==> src/rtl/rtccal_pkg.sv <==
package rtccal_pkg;
  localparam int FRAME_W = 52;

  typedef struct packed {
    logic [7:0] yr;
    logic [4:0] mo;
    logic [5:0] dy;
    logic [2:0] wk;
    logic [5:0] hr;
    logic [6:0] mi;
    logic [6:0] se;
  } cal_t;

  localparam cal_t CAL_RESET = '{yr: 8'h00, mo: 5'h01, dy: 6'h01, wk: 3'd1,
                                 hr: 6'h00, mi: 7'h00, se: 7'h00};

  function automatic logic [7:0] bcd_inc(input logic [7:0] v);
    if (v[3:0] >= 4'd9) return {v[7:4] + 4'd1, 4'd0};
    else                return {v[7:4], v[3:0] + 4'd1};
  endfunction

  function automatic logic is_leap(input logic [7:0] yr);
    logic [3:0] o;
    o = yr[3:0];
    if (!yr[4]) return (o == 4'd0) || (o == 4'd4) || (o == 4'd8);
    else        return (o == 4'd2) || (o == 4'd6);
  endfunction

  function automatic logic [5:0] last_day(input logic [4:0] mo, input logic leap);
    case (mo)
      5'h02:                      return leap ? 6'h29 : 6'h28;
      5'h04, 5'h06, 5'h09, 5'h11: return 6'h30;
      default:                    return 6'h31;
    endcase
  endfunction

  function automatic logic [FRAME_W-1:0] pack_frame(input cal_t c);
    return {c.yr, 3'b0, c.mo, 2'b0, c.dy, 1'b0, c.wk, 2'b0, c.hr,
            1'b0, c.mi, 1'b0, c.se};
  endfunction

  function automatic cal_t unpack_frame(input logic [FRAME_W-1:0] w);
    cal_t c;
    c.se = w[6:0];
    c.mi = w[14:8];
    c.hr = w[21:16];
    c.wk = w[26:24];
    c.dy = w[33:28];
    c.mo = w[40:36];
    c.yr = w[51:44];
    return c;
  endfunction
endpackage

==> src/rtl/rtccal_reset_sync.sv <==
module rtccal_reset_sync #(
  parameter int STAGES = 2
) (
  input  logic clk,
  input  logic rst_n,
  output logic rst_n_sync
);
  logic [STAGES-1:0] sync_q;

  always_ff @(posedge clk or negedge rst_n) begin
    if (!rst_n) sync_q <= '0;
    else        sync_q <= {sync_q[STAGES-2:0], 1'b1};
  end

  assign rst_n_sync = sync_q[STAGES-1];
endmodule

==> src/rtl/rtccal_prescaler.sv <==
module rtccal_prescaler #(
  parameter int DIV_LO_BITS = 8,
  parameter int DIV_HI_BITS = 7
) (
  input  logic clk,
  input  logic rst_n,
  input  logic osc_en,
  input  logic div_clr,
  output logic tick,
  output logic hz1
);
  logic [DIV_LO_BITS-1:0] lo_q, lo_d;
  logic [DIV_HI_BITS-1:0] hi_q, hi_d;
  logic lo_carry;

  always_comb begin
    lo_carry = osc_en && (lo_q == '1);
    lo_d     = osc_en ? lo_q + 1'b1 : lo_q;
    if (div_clr)       hi_d = '0;
    else if (lo_carry) hi_d = hi_q + 1'b1;
    else               hi_d = hi_q;
    tick = lo_carry && (hi_q == '1) && !div_clr;
  end

  always_ff @(posedge clk or negedge rst_n) begin
    if (!rst_n) begin
      lo_q <= '0;
      hi_q <= '0;
    end else begin
      lo_q <= lo_d;
      hi_q <= hi_d;
    end
  end

  assign hz1 = ~hi_q[DIV_HI_BITS-1];

  a_r11_hi_clear: assert property (@(posedge clk) disable iff (!rst_n)
    div_clr |=> (hi_q == '0));

  a_r10_tick_wrap: assert property (@(posedge clk) disable iff (!rst_n)
    tick |=> (hi_q == '0) && (lo_q == '0));
endmodule

==> src/rtl/rtccal_advance.sv <==
module rtccal_advance
  import rtccal_pkg::*;
(
  input  cal_t cur,
  output cal_t nxt,
  output logic day_roll
);
  logic c_s, c_m, c_h, c_d, c_mo, leap;
  logic [7:0] se_i, mi_i, hr_i, dy_i, mo_i, yr_i;

  always_comb begin
    leap = is_leap(cur.yr);
    c_s  = (cur.se == 7'h59);
    c_m  = c_s && (cur.mi == 7'h59);
    c_h  = c_m && (cur.hr == 6'h23);
    c_d  = c_h && (cur.dy == last_day(cur.mo, leap));
    c_mo = c_d && (cur.mo == 5'h12);

    se_i = bcd_inc({1'b0, cur.se});
    mi_i = bcd_inc({1'b0, cur.mi});
    hr_i = bcd_inc({2'b0, cur.hr});
    dy_i = bcd_inc({2'b0, cur.dy});
    mo_i = bcd_inc({3'b0, cur.mo});
    yr_i = bcd_inc(cur.yr);

    nxt    = cur;
    nxt.se = c_s ? 7'h00 : se_i[6:0];
    if (c_s) nxt.mi = c_m ? 7'h00 : mi_i[6:0];
    if (c_m) nxt.hr = c_h ? 6'h00 : hr_i[5:0];
    if (c_h) begin
      nxt.wk = (cur.wk == 3'd7) ? 3'd1 : cur.wk + 3'd1;
      nxt.dy = c_d ? 6'h01 : dy_i[5:0];
    end
    if (c_d)  nxt.mo = c_mo ? 5'h01 : mo_i[4:0];
    if (c_mo) nxt.yr = (cur.yr == 8'h99) ? 8'h00 : yr_i;
    day_roll = c_h;
  end
endmodule

==> src/rtl/rtc_calendar_core.sv <==
module rtc_calendar_core
  import rtccal_pkg::*;
#(
  parameter int DIV_LO_BITS = 8,
  parameter int DIV_HI_BITS = 7
) (
  input  logic               clk,
  input  logic               rst_n,
  input  logic               osc_en,
  input  logic               div_clr,
  input  logic               hold,
  input  logic               load_en,
  input  logic [FRAME_W-1:0] load_word,
  output logic [FRAME_W-1:0] snap_word,
  output logic               sec_tick,
  output logic               hz1_out
);
  logic rst_i;
  logic tick_raw, tick_g, day_roll;
  cal_t cal_q, cal_d, cal_adv;

  rtccal_reset_sync #(.STAGES(2)) u_rst (
    .clk(clk), .rst_n(rst_n), .rst_n_sync(rst_i));

  rtccal_prescaler #(.DIV_LO_BITS(DIV_LO_BITS), .DIV_HI_BITS(DIV_HI_BITS)) u_div (
    .clk(clk), .rst_n(rst_i), .osc_en(osc_en), .div_clr(div_clr),
    .tick(tick_raw), .hz1(hz1_out));

  rtccal_advance u_adv (.cur(cal_q), .nxt(cal_adv), .day_roll(day_roll));

  always_comb begin
    tick_g = tick_raw && !hold;
    if (load_en)     cal_d = unpack_frame(load_word);
    else if (tick_g) cal_d = cal_adv;
    else             cal_d = cal_q;
  end

  always_ff @(posedge clk or negedge rst_i) begin
    if (!rst_i) cal_q <= CAL_RESET;
    else        cal_q <= cal_d;
  end

  assign snap_word = pack_frame(cal_q);
  assign sec_tick  = tick_raw;

  a_r2_sec_wrap: assert property (@(posedge clk) disable iff (!rst_i)
    (tick_g && !load_en && cal_q.se == 7'h59) |=> (snap_word[6:0] == 7'h00));

  a_r3_hour_wrap: assert property (@(posedge clk) disable iff (!rst_i)
    (tick_g && !load_en && day_roll) |=> (snap_word[21:0] == 22'h0));

  a_r4_week_wrap: assert property (@(posedge clk) disable iff (!rst_i)
    (tick_g && !load_en && day_roll && cal_q.wk == 3'd7) |=> (snap_word[26:24] == 3'd1));

  a_r7_year_wrap: assert property (@(posedge clk) disable iff (!rst_i)
    (tick_g && !load_en && day_roll && cal_q.mo == 5'h12 && cal_q.dy == 6'h31
     && cal_q.yr == 8'h99) |=> (snap_word[51:44] == 8'h00 && snap_word[40:36] == 5'h01));

  a_r8_load_wins: assert property (@(posedge clk) disable iff (!rst_i)
    load_en |=> (snap_word == pack_frame(unpack_frame($past(load_word)))));

  a_r9_hold_freeze: assert property (@(posedge clk) disable iff (!rst_i)
    (hold && !load_en) |=> $stable(snap_word));
endmodule

==> config.mk <==
export PLATFORM = sky130hd
export DESIGN_NAME = rtc_calendar_core
export DESIGN_NICKNAME = d
export VERILOG_FILES = /design/src/rtl/rtccal_pkg.sv /design/src/rtl/rtccal_reset_sync.sv /design/src/rtl/rtccal_prescaler.sv /design/src/rtl/rtccal_advance.sv /design/src/rtl/rtc_calendar_core.sv
export SDC_FILE = /design/constraint.sdc
export NUM_CORES = 1
export LEC_CHECK = 0
export BUFFER_PORTS_ARGS = -buffer_cell sky130_fd_sc_hd__buf_2
export CAP_MARGIN = 20
export CORE_ASPECT_RATIO = 0.5
export CORE_MARGIN = 2
export CORE_UTILIZATION = 30
export DETAILED_ROUTE_END_ITERATION = 6
export PLACE_DENSITY = 0.61
export SLEW_MARGIN = 20
export SYNTH_ARGS = -nofsm -noshare
export SYNTH_HDL_FRONTEND = slang
export SYNTH_SLANG_ARGS = --single-unit
==> constraint.sdc <==
create_clock -name clk -period 2 [get_ports clk]
set_clock_uncertainty 0.05 [all_clocks]
set_input_delay 0.5 -clock clk [delete_from_list [all_inputs] [get_ports clk]]
set_output_delay 0.5 -clock clk [all_outputs]
set_load 0.02 [all_outputs]
==> flow_metrics.tcl <==
set metrics [dict create \
    cts_root_buffer "clkbuf_16" \
    vias 3992 \
    setup_slack_ns -0.573 \
    ys_warn_count 0 \
    area_growth_pct 62.0 \
    drive_gt1_share_pct 48.0 \
    dpl.hpwl_um 8660 \
    grt_pass1_wl_um 19400 \
    worstPathMaxFanout 4 \
    max_cap_violations 0 \
    rows 29 \
    nNetsFinal 746 \
    violations "setup timing" \
    core_area_um2 12800 \
    grtUsageTotal_pct 16.9 \
    overflow 0 \
    finalPower_mw 5.03 \
    placed_cell_area_um2 5620 \
    leakagePower_nw 3.08 \
    grt_start_max_net_pins 58 \
    via_per_inst 4.81 \
    startpoint_type "flop" \
    hold_class "flop to asynchronous set/reset pin" \
    cts_tree "yes" \
    max_freq_mhz 389 \
    antennaDiodeCount 0 \
    tightestPinTransition_ns 0.524 \
    synth_edf_count 0 \
    place.gp.congestion 0.834 \
    synth_area_per_cell_um2 9.05 \
    r2r_setup_slack_ns -0.57 \
    yosys_register_bits 59 \
    crit_type "flop to flop" \
    place_ws_ns -0.663 \
    wl_um 11900 \
    syn_inst 437 \
    io_pins 112 \
    cts-htree-levels 3 \
    clock_sinks 59 \
    postRouteAntennaNets 0 \
    finalSetupViolations 43 \
    pwr_density_cell_nw_per_um2 785 \
    grt_pass1_vias 3981 \
    vdd_ir_drop_max_mv 0.405 \
    die_w_um 166 \
    synth_ff_type "dfrtp_1" \
    crit_required_ns 2.16 \
    dp_cells 798 \
    arrival_ns 2.73 \
    route.detailed.drc 0 \
    rsz0062_at_grt "yes" \
    synth_cell_types 66 \
    die_h_um 85.2 \
    drtIter0Drc 183 \
    finish.utilization_pct 50.2 \
    antenna_found_initial 0 \
    wire_per_inst_um 14.4 \
    hold_viol 0 \
    clk_pin_slew_ns 0.05 \
    fin_crit_sh_pct 129 \
    synth-seq-area-share_pct 37.4 \
    finalMaxSlewViolations 0 \
    numCtsBuffers 9 \
    dieArea_um2 14200 \
    firstDrtPassIters 4 \
    fin_area_um2 6410 \
    cts_buffer_depth 2 \
    finalCriticalPeriod_ns 2.57 \
    finalNonFillerCells 830 \
    cp-end-kind "flop" \
    initial_core_util_pct 31.0 \
    clkLatencyLatePin_ns 0.33 \
    status "finished, violations left" \
    async_reset_ff_share_pct 100 \
    slew-limit-headroom_pct 64.6 \
    synth_area_um2 3960 \
    portBuffers 91 \
]
-- cells in the mapped netlist (4+ instances only) --
library cell	number	share of area, %
dfrtp_1	56	35
nor2_1	42	4.0
nand2_1	39	3.7
ha_1	33	10
o21ai_0	30	3.8
a21oi_1	25	3.2
inv_1	25	2.4
buf_4	12	2.3
clkbuf_1	12	1.1
nand3_1	12	1.5
nor3_1	12	1.5
nor3b_1	9	1.7
nand4_1	8	1.3
xor2_1	8	1.8
a221oi_1	6	1.3
nand2b_1	6	0.95
a31oi_1	5	0.79
and3_1	5	0.79
mux2i_1	5	1.3
xnor2_1	5	1.1
a211oi_1	4	0.76
and2_1	4	0.63
nand3b_1	4	0.76
or3_1	4	0.63
-- report_power, final --
group	leakage, nW	internal [mW]	switching, mW
combinational	2.22	0.901	0.953
clock	0.150	1.09	0.550
sequential	0.718	1.40	0.144
total	3.08	3.38	1.65
-- area by class of cell --
class                   count  area [µm²]
clock buffers              11         233
clock inverters             5        77.6
fillers                  1173        6360
inverters                  25        96.3
multi-input cells         336        2680
flip-flops and latches     59        1480
well taps                 170         213
repair buffers            224        1620
-- critical path, cell delays in order, from the launching register on --
cell,delay [ns]
dfstp_2,0.57
inv_4,0.06
ha_4,0.16
nor4b_4,0.14
o211a_1,0.15
o31a_1,0.32
or4_4,0.48
a22o_1,0.23
mux2_4,0.29
-- cells in the final DEF (no fill, tap or decap), types with 8 or more instances in the layout --
master / Yosys / routed
buf_4: 12 / 108
nor3_1: 12 / 10
a21oi_1: 25 / 18
o21ai_1: 0 / 14
conb_1: 2 / 11
nor2_1: 42 / 38
nand2_1: 39 / 32
clkbuf_16: 0 / 9
nand3_1: 12 / 10
inv_1: 25 / 23
xor2_1: 8 / 8
buf_2: 2 / 90
nand4_1: 8 / 8
ha_1: 33 / 29
buf_12: 0 / 8
dfrtp_1: 56 / 55
o21ai_0: 30 / 8
buf_6: 1 / 17
-- flip-flops by register name, summed over array words and instances, names as in the netlist --
signal        cells
u_div.hi_q        7
u_div.lo_q        8
u_rst.sync_q      2
snap_word        42
-- path summary, 6_finish.rpt --
kind | startpoint | to | cells past startpoint
min | u_rst.sync_q[1] | snap_word[11] | 1
max | snap_word[36] | snap_word[40] | 8
min reg2reg | u_rst.sync_q[1] | snap_word[11] | 1
max reg2reg | snap_word[36] | snap_word[40] | 8
min in group clk | u_rst.sync_q[0] | u_rst.sync_q[1] | 0
max in group asynchronous | u_rst.sync_q[1] | snap_word[28] | 1
-- cells by family (layout without fill, tap and decap cells) --
logic type                 after synthesis  in the layout  share of synthesized area (%)
AOI/OAI and AO/OA                      104            105                           17.2
xor gates and xnor gates                13             13                           2.88
adders and majority gates               33             33                           10.4
buffers and inverters                   52            265                           6.33
DFF                                     59             59                           37.4
muxes                                    9              9                           2.40
other                                    2             11                          0.190
and+or+nand+nor                        165            165                           23.2
-- timing repair --
item / CTS / global route
hold buffers: 1 / 0
resized for setup: 61 / 22
setup endpoints to repair: 43 / 43
cloned: 1 / 0
hold endpoints to repair: 2 / 0
buffers inserted: 10 / 8
pin swaps: 27 / 18
-- metal layers --
| layer | routed length, µm | track usage [%] | vias up | part of all wire [%] |
|---|---|---|---|---|
| met4 | 87 | 4.39 | 0 | 0.73 |
| met3 | 411 | 4.20 | 6 | 3.4 |
| met1 | 5340 | 20.9 | 1930 | 45 |
| met5 | 0 | 0 | - | 0 |
| li1 | - | - | 1995 | - |
| met2 | 6080 | 30.0 | 61 | 51 |
-- metrics by stage --
step	TNS (ns)	hold slack [ns]
3_3_place_gp	-19.54	0.234
6_report	-15.43	0.204
2_1_floorplan	-14.20	0.154
5_1_grt	-19.90	0.275
3_5_place_dp	-22.21	0.240
4_1_cts	-15.70	0.248
Note: power is estimated with default switching activity, not from simulation.
